$ cat config.mk
export PLATFORM = sky130hd
export DESIGN_NAME = dbg_bkpt_unit
export DESIGN_NICKNAME = d
export VERILOG_FILES = /design/src/rtl/bp_pkg.sv /design/src/rtl/bp_slot_match.sv /design/src/rtl/bp_control.sv /design/src/rtl/bp_datapath.sv /design/src/rtl/dbg_bkpt_unit.sv
export SDC_FILE = /design/constraint.sdc
export NUM_CORES = 1
export LEC_CHECK = 0
export ABC_AREA = 1
export BUFFER_PORTS_ARGS = -buffer_cell sky130_fd_sc_hd__buf_2
export CORE_MARGIN = 2
export CORE_UTILIZATION = 36
export DETAILED_ROUTE_END_ITERATION = 6
export HOLD_SLACK_MARGIN = 0.1
export PLACE_DENSITY = 0.59
export SYNTH_ARGS = -nofsm -noshare
export SYNTH_HDL_FRONTEND = slang
export SYNTH_SLANG_ARGS = --single-unit
$ cat constraint.sdc
create_clock -name clk -period 7.9 [get_ports clk]
set_input_delay 0.395 -clock clk [delete_from_list [all_inputs] [get_ports clk]]
set_output_delay 0.395 -clock clk [all_outputs]
set_load 0.05 [all_outputs]
$ cat src/rtl/bp_pkg.sv
package bp_pkg;

  typedef enum logic [1:0] {
    KIND_EXEC   = 2'b00,
    KIND_WRITE  = 2'b01,
    KIND_IO     = 2'b10,
    KIND_ACCESS = 2'b11
  } bpKind_e;

  typedef struct packed {
    logic addrWe;
    logic ctrlWe;
    logic statusWe;
    logic commit;
  } bpStrobes_t;

  // byte span minus one for a slot length code
  function automatic logic [2:0] lenSpan(input logic [1:0] code);
    case (code)
      2'b00:   lenSpan = 3'd0;
      2'b01:   lenSpan = 3'd1;
      2'b11:   lenSpan = 3'd3;
      default: lenSpan = 3'd7;
    endcase
  endfunction

  // byte span minus one for an access size (log2 bytes)
  function automatic logic [2:0] sizeSpan(input logic [1:0] sz);
    case (sz)
      2'b00:   sizeSpan = 3'd0;
      2'b01:   sizeSpan = 3'd1;
      2'b10:   sizeSpan = 3'd3;
      default: sizeSpan = 3'd7;
    endcase
  endfunction

endpackage

$ cat src/rtl/bp_slot_match.sv
module bp_slot_match
  import bp_pkg::*;
#(
  parameter int ADDR_W = 32
) (
  input  logic [1:0]        kind,
  input  logic [1:0]        lenCode,
  input  logic [ADDR_W-1:0] slotAddr,
  input  logic              instRetire,
  input  logic [ADDR_W-1:0] instPtr,
  input  logic              dataValid,
  input  logic [ADDR_W-1:0] dataAddr,
  input  logic [1:0]        dataSize,
  input  logic              dataWrite,
  output logic              hit
);

  localparam int EXT_W = ADDR_W + 1;

  logic [ADDR_W-1:0] alignMask;
  logic [EXT_W-1:0]  slotLo;
  logic [EXT_W-1:0]  slotHi;
  logic [EXT_W-1:0]  accLo;
  logic [EXT_W-1:0]  accHi;
  logic              overlap;

  always_comb begin
    alignMask = ~ADDR_W'(lenSpan(lenCode));
    slotLo    = {1'b0, slotAddr & alignMask};
    slotHi    = slotLo + EXT_W'(lenSpan(lenCode));
    accLo     = {1'b0, dataAddr};
    accHi     = accLo + EXT_W'(sizeSpan(dataSize));
    overlap   = (accLo <= slotHi) && (slotLo <= accHi);
  end

  always_comb begin
    case (kind)
      KIND_EXEC:   hit = instRetire && (instPtr == slotAddr);
      KIND_WRITE:  hit = dataValid && dataWrite && overlap;
      KIND_ACCESS: hit = dataValid && overlap;
      default:     hit = 1'b0;
    endcase
  end

endmodule

$ cat src/rtl/bp_control.sv
module bp_control
  import bp_pkg::*;
#(
  parameter int NUM_SLOTS = 4,
  parameter int SEL_W     = 3
) (
  input  logic             clk,
  input  logic             rstN,
  input  logic             regWrEn,
  input  logic [SEL_W-1:0] regWrSel,
  input  logic             instRetire,
  input  logic             dataValid,
  input  logic             forceUpdate,
  input  logic             enabledHit,
  output bpStrobes_t       strobes,
  output logic             dbgReq
);

  localparam logic [SEL_W-1:0] CTRL_SEL   = SEL_W'(NUM_SLOTS);
  localparam logic [SEL_W-1:0] STATUS_SEL = SEL_W'(NUM_SLOTS + 1);

  logic evalEn;

  always_comb begin
    evalEn           = instRetire || dataValid;
    strobes.commit   = evalEn && (enabledHit || forceUpdate);
    strobes.addrWe   = regWrEn && (regWrSel < CTRL_SEL);
    strobes.ctrlWe   = regWrEn && (regWrSel == CTRL_SEL);
    strobes.statusWe = regWrEn && (regWrSel == STATUS_SEL);
  end

  always_ff @(posedge clk or negedge rstN) begin
    if (!rstN) dbgReq <= 1'b0;
    else       dbgReq <= evalEn && enabledHit;
  end

endmodule

$ cat src/rtl/bp_datapath.sv
module bp_datapath
  import bp_pkg::*;
#(
  parameter int NUM_SLOTS = 4,
  parameter int ADDR_W    = 32,
  parameter int REG_W     = 32,
  parameter int SEL_W     = 3
) (
  input  logic              clk,
  input  logic              rstN,
  input  bpStrobes_t        strobes,
  input  logic [SEL_W-1:0]  regWrSel,
  input  logic [REG_W-1:0]  regWrData,
  input  logic              instRetire,
  input  logic [ADDR_W-1:0] instPtr,
  input  logic              dataValid,
  input  logic [ADDR_W-1:0] dataAddr,
  input  logic [1:0]        dataSize,
  input  logic              dataWrite,
  output logic              enabledHit,
  output logic [REG_W-1:0]  statusOut
);

  localparam int FIELD_BASE = 16;

  logic [ADDR_W-1:0]    slotAddr [NUM_SLOTS];
  logic [1:0]           slotKind [NUM_SLOTS];
  logic [1:0]           slotLen  [NUM_SLOTS];
  logic [NUM_SLOTS-1:0] slotEn;
  logic [NUM_SLOTS-1:0] slotHit;
  logic [REG_W-1:0]     statusReg;

  for (genvar n = 0; n < NUM_SLOTS; n++) begin : g_slot
    always_ff @(posedge clk or negedge rstN) begin
      if (!rstN) begin
        slotAddr[n] <= '0;
        slotKind[n] <= KIND_EXEC;
        slotLen[n]  <= 2'b00;
        slotEn[n]   <= 1'b0;
      end else begin
        if (strobes.addrWe && (regWrSel == SEL_W'(n)))
          slotAddr[n] <= regWrData[ADDR_W-1:0];
        if (strobes.ctrlWe) begin
          slotEn[n]   <= regWrData[2*n] | regWrData[2*n+1];
          slotKind[n] <= regWrData[FIELD_BASE+4*n +: 2];
          slotLen[n]  <= regWrData[FIELD_BASE+4*n+2 +: 2];
        end
      end
    end

    bp_slot_match #(.ADDR_W(ADDR_W)) u_match (
      .kind       (slotKind[n]),
      .lenCode    (slotLen[n]),
      .slotAddr   (slotAddr[n]),
      .instRetire (instRetire),
      .instPtr    (instPtr),
      .dataValid  (dataValid),
      .dataAddr   (dataAddr),
      .dataSize   (dataSize),
      .dataWrite  (dataWrite),
      .hit        (slotHit[n])
    );
  end

  assign enabledHit = |(slotHit & slotEn);

  always_ff @(posedge clk or negedge rstN) begin
    if (!rstN)                 statusReg <= '0;
    else if (strobes.commit)   statusReg <= {statusReg[REG_W-1:NUM_SLOTS], slotHit};
    else if (strobes.statusWe) statusReg <= regWrData;
  end

  assign statusOut = statusReg;

endmodule

$ cat src/rtl/dbg_bkpt_unit.sv
module dbg_bkpt_unit
  import bp_pkg::*;
#(
  parameter int NUM_SLOTS = 4,
  parameter int ADDR_W    = 32,
  parameter int REG_W     = 32,
  localparam int SEL_W    = $clog2(NUM_SLOTS + 2)
) (
  input  logic              clk,
  input  logic              rstN,
  input  logic              regWrEn,
  input  logic [SEL_W-1:0]  regWrSel,
  input  logic [REG_W-1:0]  regWrData,
  input  logic              instRetire,
  input  logic [ADDR_W-1:0] instPtr,
  input  logic              dataValid,
  input  logic [ADDR_W-1:0] dataAddr,
  input  logic [1:0]        dataSize,
  input  logic              dataWrite,
  input  logic              forceUpdate,
  output logic              dbgReq,
  output logic [REG_W-1:0]  statusOut
);

  bpStrobes_t strobes;
  logic       enabledHit;

  bp_control #(.NUM_SLOTS(NUM_SLOTS), .SEL_W(SEL_W)) u_ctl (
    .clk         (clk),
    .rstN        (rstN),
    .regWrEn     (regWrEn),
    .regWrSel    (regWrSel),
    .instRetire  (instRetire),
    .dataValid   (dataValid),
    .forceUpdate (forceUpdate),
    .enabledHit  (enabledHit),
    .strobes     (strobes),
    .dbgReq      (dbgReq)
  );

  bp_datapath #(
    .NUM_SLOTS (NUM_SLOTS),
    .ADDR_W    (ADDR_W),
    .REG_W     (REG_W),
    .SEL_W     (SEL_W)
  ) u_dp (
    .clk        (clk),
    .rstN       (rstN),
    .strobes    (strobes),
    .regWrSel   (regWrSel),
    .regWrData  (regWrData),
    .instRetire (instRetire),
    .instPtr    (instPtr),
    .dataValid  (dataValid),
    .dataAddr   (dataAddr),
    .dataSize   (dataSize),
    .dataWrite  (dataWrite),
    .enabledHit (enabledHit),
    .statusOut  (statusOut)
  );

endmodule

==> metrics.md, run 1 <==
| Metric | Value |
|---|---|
| Post-synth EDFFs | 0 |
| Post-route DRC | 0 |
| Placer Congestion | a little under 1 |
| Worst r2r path cells | 24 |
| Synthesis-to-finish area growth | 11.6% |
| Worst vdd ir | 0.194 mV |
| Layout Skew | about 0.013 ns |
| Final Non-Filler Cells | between 3000 and 4000 |
| Clock sinks | 181 |
| CTS resizes | 0 |
| Via density | around 5.4 |
| Max cap viols | 0 |
| Residual overflow from global routing | 0 |
| Fin crit share | 0.776 |
| Vias | between 15000 and 20000 |
| Clock Tree Buf Depth | 2 |
| CTS buffer count | 17 |
| Tot GR Track Use | 0.290 |
| Largest net degree at the start of global routing | 73 |
| Leakage | 9.22 nW |
| Asr flop ratio synth | 1.00 |
| Synth cell count leaders | nand2_1 (546), ha_1 (263), inv_1 (223) |
| Hpwl dp | 57200 µm |
| Yosys warnings | 0 |
| Total Wirelength | roughly 70000 µm |
| Pwr per Cell Area | approximately 220 mW/mm² |
| FILL cells | 4902 |
| Die extent in x | 220 µm |
| Fin. max-slew vios | 0 |
| Outcome | completed |
| Port bufs | 140 |
| Mean Syn Cell Area | roughly 7.4 µm² |
| Total Die Area | 0.0484 mm² |
| Vias in the first global route | approximately 15000 |
| First-pass GRT wire length | ~100000 µm |
| Register area | 0.00453 mm² |
| CP startpoint kind | primary input |
| Share of cells above drive strength 1 | 0.104 |
| Multi-input logic area | 0.0113 mm² |
| Worst path max stage delay | 0.81 ns |
| Post-layout minimum cycle time | 6.13 ns |
| DR pass1 iterations | 5 |
| Max Fclk | between 150 and 200 MHz |
| CTS tree | done |
| Final setup violation count | 0 |
| End point of the critical path | u_dp.statusOut[9] |
| Clk root buf | clkbuf_16 |
| CP max-delay cell | nand3_4 |
| Clock Pin Slew Worst Setup and Hold Paths | ~0.08 ns |
| Crit path max fanout | 56 |
| RSZ-0062 raised after global routing | no |
| Total Nets Final | 2783 |
| N_diodes | 0 |
| Flop2flop setup slack | 3.39 ns |
| Total number of H-tree levels | 4 |
| Synth Register Bits | about 180 |
| Worst hold path class | in -> reg |
| Initial core utilization | 0.363 |
| I/O Pins | 141 |
| R2r endpoint | u_dp.statusOut[9] |
| Critical path class | in -> reg |
| Top-count cell post-synth | nand2_1 |
| CP arrival | 6.52 ns |
| Dominant synthesized flop cell | dfrtp_1 |
| Crit. End Element | flip-flop |
| Post-synthesis cell count | roughly 2300 |
| Rows | between 70 and 80 |
| DR WL/cell | about 23 µm |
| RR Startpoint | u_dp.slotLen[3] |
| Number of DRC markers in iteration 0 | between 1500 and 2000 |
| Worst-margin pin slew | around 0.97 ns |
| Yosys top cell area share | 0.269 |
| Sequential share of the synthesized area | 0.269 |
| Cell repeated most along the worst path | nand2_1 |
| Hold Path Depth | 3 |
| Initial antenna violation count | 0 |
| Largest area contributor in the netlist | dfrtp_1 |
| Synth unique cells | between 40 and 50 |
| Dpl cells | ~3000 |
| Core area | 0.0464 mm² |
| Clk Latency, worst-skew pair | around 0.50 ns |
| Hold Violations, Final | 0 |
| Synth Cell Area | around 0.017 mm² |
| Rel. slew slack | 0.353 |
| Die Y-Extent | between 200 and 250 µm |
| CP startpoint | dataSize[1] |
| Dominant cells by area after synthesis | dfrtp_1 (27%), ha_1 (20%), nand2_1 (12%) |
| Remaining antenna violation count | 0 |
| Total negative slack | 0 ns |
| CP required | 8.29 ns |
[sequential cells by signal, indices dropped and copies added (netlist names)]
name / flops
u_dp.slotAddr: 128
u_dp.slotEn: 4
u_dp.slotKind: 8
u_dp.statusOut: 32
u_ctl.dbgReq: 1
u_dp.slotLen: 8
[cells in the final DEF (no fill, tap or decap), types with 43 or more instances in the layout]
cell type and instances:
a21oi_1 125, buf_2 139, dfrtp_1 181, ha_1 263, inv_1 223, nand2_1 544, nand3_1 93, nand4_1 66
nor2_1 186, nor3_1 43, o21ai_0 197, xnor2_1 63, xor2_1 84
[cells by family after synthesis]
group | Yosys count | synth area share
xor gates and xnor gates | 147 | 0.0766
adders and majority gates | 264 | 0.197
DFF | 181 | 0.269
and+or+nand+nor | 1034 | 0.268
other | 1 | 0.000223
buffers and inverters | 264 | 0.0625
AOI/OAI and AO/OA | 389 | 0.127
[critical path, delay by kind of cell]
kind | cells | cell delay (ns)
AND/OR/NAND/NOR | 25 | 4.20
AO/OA/AOI/OAI | 3 | 1.14
adder cells (fa/ha/maj) | 2 | 0.56
buffers and inverters | 2 | 0.16
[how the worst min path moves through the flow]
stage	startpoint	end	slack [ns]
finish	regWrData[3]	u_dp.statusOut[3]	0.20
global route	regWrData[3]	u_dp.statusOut[3]	0.21
CTS	regWrData[3]	u_dp.statusOut[3]	0.17
detailed placement	rstN	u_dp.slotAddr[6]	0.44
global placement	rstN	u_dp.slotAddr[38]	0.44
floorplan	rstN	u_ctl.dbgReq	0.1
[per-stage QoR]
stage / worst slack [ns] / util / power (mW) / hold WS (ns) / cell area [µm²]
floorplan: 3.72 / - / 2.47 / 0.0994 / 16800
finish: 1.77 / 0.405 / 4.08 / 0.197 / 18800
global placement: 1.55 / 0.392 / 3.14 / 0.439 / 18200
global route: 1.17 / 0.405 / 4.36 / 0.215 / 18800
detailed placement: 1.25 / 0.392 / 3.17 / 0.440 / 18200
CTS: 1.78 / 0.405 / 4.08 / 0.171 / 18800
[routing by layer]
metal | GRT usage | share of wire | up-vias
li1 | - | - | 7972
met1 | 0.401 | 0.47 | 7804
met2 | 0.463 | 0.46 | 428
met3 | 0.0363 | 0.046 | 68
met4 | 0.104 | 0.030 | 0
met5 | 0 | 0 | -
[power breakdown]
group	internal [mW]	leakage (nW)	switching, mW	total (mW)
clock	0.457	0.294	0.436	0.893
combinational	0.597	6.65	1.15	1.75
sequential	1.11	2.28	0.328	1.44
total	2.16	9.22	1.92	4.08
[cell type report]
| type | instances | share of cell area |
|---|---|---|
| clock buffers | 18 | 0.0234 |
| clock inverters | 13 | 0.00867 |
| inverters | 226 | 0.0452 |
| multi-input cells | 1838 | 0.600 |
| flip-flops and latches | 181 | 0.241 |
| well taps | 607 | 0.0405 |
| repair buffers | 147 | 0.0407 |
[what timing repair did]
item | CTS | global route
hold buffers | 1 | 0
hold endpoints to repair | 70 | 0
setup buffers | 0 | 0
endpoints found under the setup margin | 0 | 0
Power figures use the tool's default switching activity.
==> inputs of run 2 (changes only) <==
- clock period: 7.9 -> 6.15 ns (I/O delays scaled with it)
==> run 2 against run 1 <==
Power up 29%. Clock skew rose by 0.0076 ns. Via count increased by 1.1%. Combinational power up 30%. Critical path type unchanged. Largest power group unchanged. Cell count rose by 0.43%. Wire length grew 1.3%. Clock-buffer cell count down 1. Sequential power increased by 28%. Non-clock buffer count up 12.
==> metrics.md, run 2 (synthesized netlist as in run 1, its figures left out) <==
| Metric | Value |
|---|---|
| Pwr per Cell Area | roughly 280 mW/mm² |
| Leakage | roughly 9.3 nW |
| Post-layout minimum cycle time | 5.17 ns |
| Hold Violations, Final | 0 |
| Clock Pin Slew Worst Setup and Hold Paths | approximately 0.09 ns |
| Crit. End Element | flip-flop |
| Port bufs | 140 |
| Post-route DRC | 0 |
| CP max-delay cell | ha_1 |
| Worst-margin pin slew | 0.993 ns |
| Via density | ~5.4 |
| Most frequent cells in the layout | nand2_1 (544), ha_1 (263), inv_1 (223), o21ai_0 (197), nor2_1 (186) |
| Biggest register | u_dp.slotAddr |
| Rel. slew slack | 0.336 |
| RSZ-0062 raised after global routing | no |
| Placer Congestion | 0.985 |
| Initial core utilization | 0.363 |
| Residual overflow from global routing | 0 |
| Vias | ~16000 |
| Synthesis-to-finish area growth | 12.5% |
| Worst vdd ir | between 0.2 and 0.25 mV |
| Fin crit share | 0.841 |
| Layout Skew | 0.0210 ns |
| Vias in the first global route | 15524 |
| Core area | approximately 0.046 mm² |
| Largest net degree at the start of global routing | 71 |
| Crit path max fanout | 32 |
| Clk root buf | clkbuf_16 |
| Fin. max-slew vios | 0 |
| Worst hold path class | in -> reg |
| Initial antenna violation count | 0 |
| Commonest non-fill, non-tap cell in the layout | nand2_1 |
| Final setup violation count | 0 |
| CP arrival | 5.55 ns |
| Worst r2r path cells | 16 |
| Hold Path Depth | 3 |
| First-pass GRT wire length | between 100000 and 150000 µm |
| Number of DRC markers in iteration 0 | about 1300 |
| Total Die Area | 0.0484 mm² |
| Tot GR Track Use | 0.295 |
| CTS tree | done |
| CTS buffer count | 17 |
| Max cap viols | 0 |
| N_diodes | 0 |
| Die extent in x | between 200 and 250 µm |
| Post-CTS Setup Bufs | 0 |
| Remaining antenna violation count | 0 |
| Rows | 79 |
| Total Wirelength | roughly 70000 µm |
| DR WL/cell | between 20 and 25 µm |
| Clk Latency, worst-skew pair | between 0.5 and 0.6 ns |
| HP Start | regWrData[8] |
| Layout Utilization | 0.408 |
| Flop2flop setup slack | about 2.4 ns |
| Total number of H-tree levels | 4 |
| CP startpoint kind | primary input |
| Die Y-Extent | between 200 and 250 µm |
| RR Startpoint | u_dp.slotAddr[46] |
| Total negative slack | 0 ns |
| Flip-flop count of the largest register after layout | between 100 and 150 |
| CTS resizes | 0 |
| Max Fclk | 193 MHz |
| Clock Tree Buf Depth | 2 |
| Cell repeated most along the worst path | nand2_1 |
| Outcome | completed |
| Critical path class | in -> reg |
| Share of cells above drive strength 1 | 0.105 |
| Hpwl dp | just under 60000 µm |
| DR pass1 iterations | 7 |
| Total Nets Final | ~2800 |
| CP required | ~6.5 ns |
| I/O Pins | between 100 and 150 |
| Clock sinks | about 180 |
| R2r endpoint | u_dp.statusOut[14] |
| Worst path max stage delay | between 0.3 and 0.4 ns |
| FILL cells | 4819 |
| Min-Delay Endpoint | u_dp.slotAddr[8] |
[run 2: changes by cell type in the layout (fill, tap and decap cells not counted)]
| cell | before | now |
|---|---|---|
| buf_4 | 6 | 9 |
| inv_12 | 0 | 2 |
| clkbuf_8 | 2 | 1 |
| clkinv_8 | 3 | 7 |
| bufinv_16 | 1 | 0 |
| dlygate4sd3_1 | 1 | 9 |
| buf_12 | 0 | 1 |
| inv_8 | 2 | 1 |
| inv_6 | 5 | 3 |
[run 2: power by group]
| group | switching [mW] | internal (mW) |
|---|---|---|
| Combinational | 1.49 | 0.773 |
| Clock | 0.616 | 0.557 |
| Sequential | 0.417 | 1.42 |
| Total | 2.53 | 2.75 |
[run 2: final cells by class]
class / count / area, µm² / area share
clock buffer: 17 / 425 / 0.0225
clock inverter: 15 / 201 / 0.0106
inverter: 226 / 848 / 0.0448
multi-input combinational: 1838 / 11300 / 0.596
sequential: 181 / 4530 / 0.239
tap: 607 / 759 / 0.0401
timing repair buffer: 159 / 887 / 0.0469
[run 2: worst max path at each step]
stage                 from  slack (ns)            endpoint
4_1_cts        dataSize[1]        1.02  u_dp.statusOut[14]
3_3_place_gp   dataSize[1]        0.68  u_dp.statusOut[19]
5_1_grt        dataSize[1]        0.53  u_dp.statusOut[14]
3_5_place_dp   dataSize[1]        0.49   u_dp.statusOut[7]
2_1_floorplan  dataSize[0]        2.05  u_dp.statusOut[14]
6_report       dataSize[1]        0.98  u_dp.statusOut[19]
[run 2: critical path, delay by kind of cell]
family	cells	cell delay [ns]
fa+ha+maj	2	0.61
buf+inv	4	0.61
compound gates	3	0.20
simple gates	27	3.75
[run 2: metal layers]
metal  vias to the layer above  share of wire  global-route usage
met5                         -              0                   0
met4                         0          0.029              0.0949
met3                        76          0.055              0.0415
met2                       499           0.45               0.471
met1                      7892           0.46               0.411
li1                       7992              -                   -
[run 2: stage by stage]
stage	area [µm²]	setup slack [ns]	std cells	total power, mW	hold WS, ns
detailed placement	18200	0.491	3002	4.08	0.289
floorplan	16800	2.05	2283	3.17	0.0119
CTS	18900	1.02	3043	5.28	0.111
global route	18900	0.527	3043	5.64	0.142
finish	18900	0.977	3043	5.28	0.131
global placement	18200	0.685	3002	4.05	0.285
[run 2: timing repair]
item | 4_1_cts | 5_1_grt
hold buffers | 9 | 0
endpoints found under the hold margin | 56 | 0
setup endpoints to repair | 0 | 0
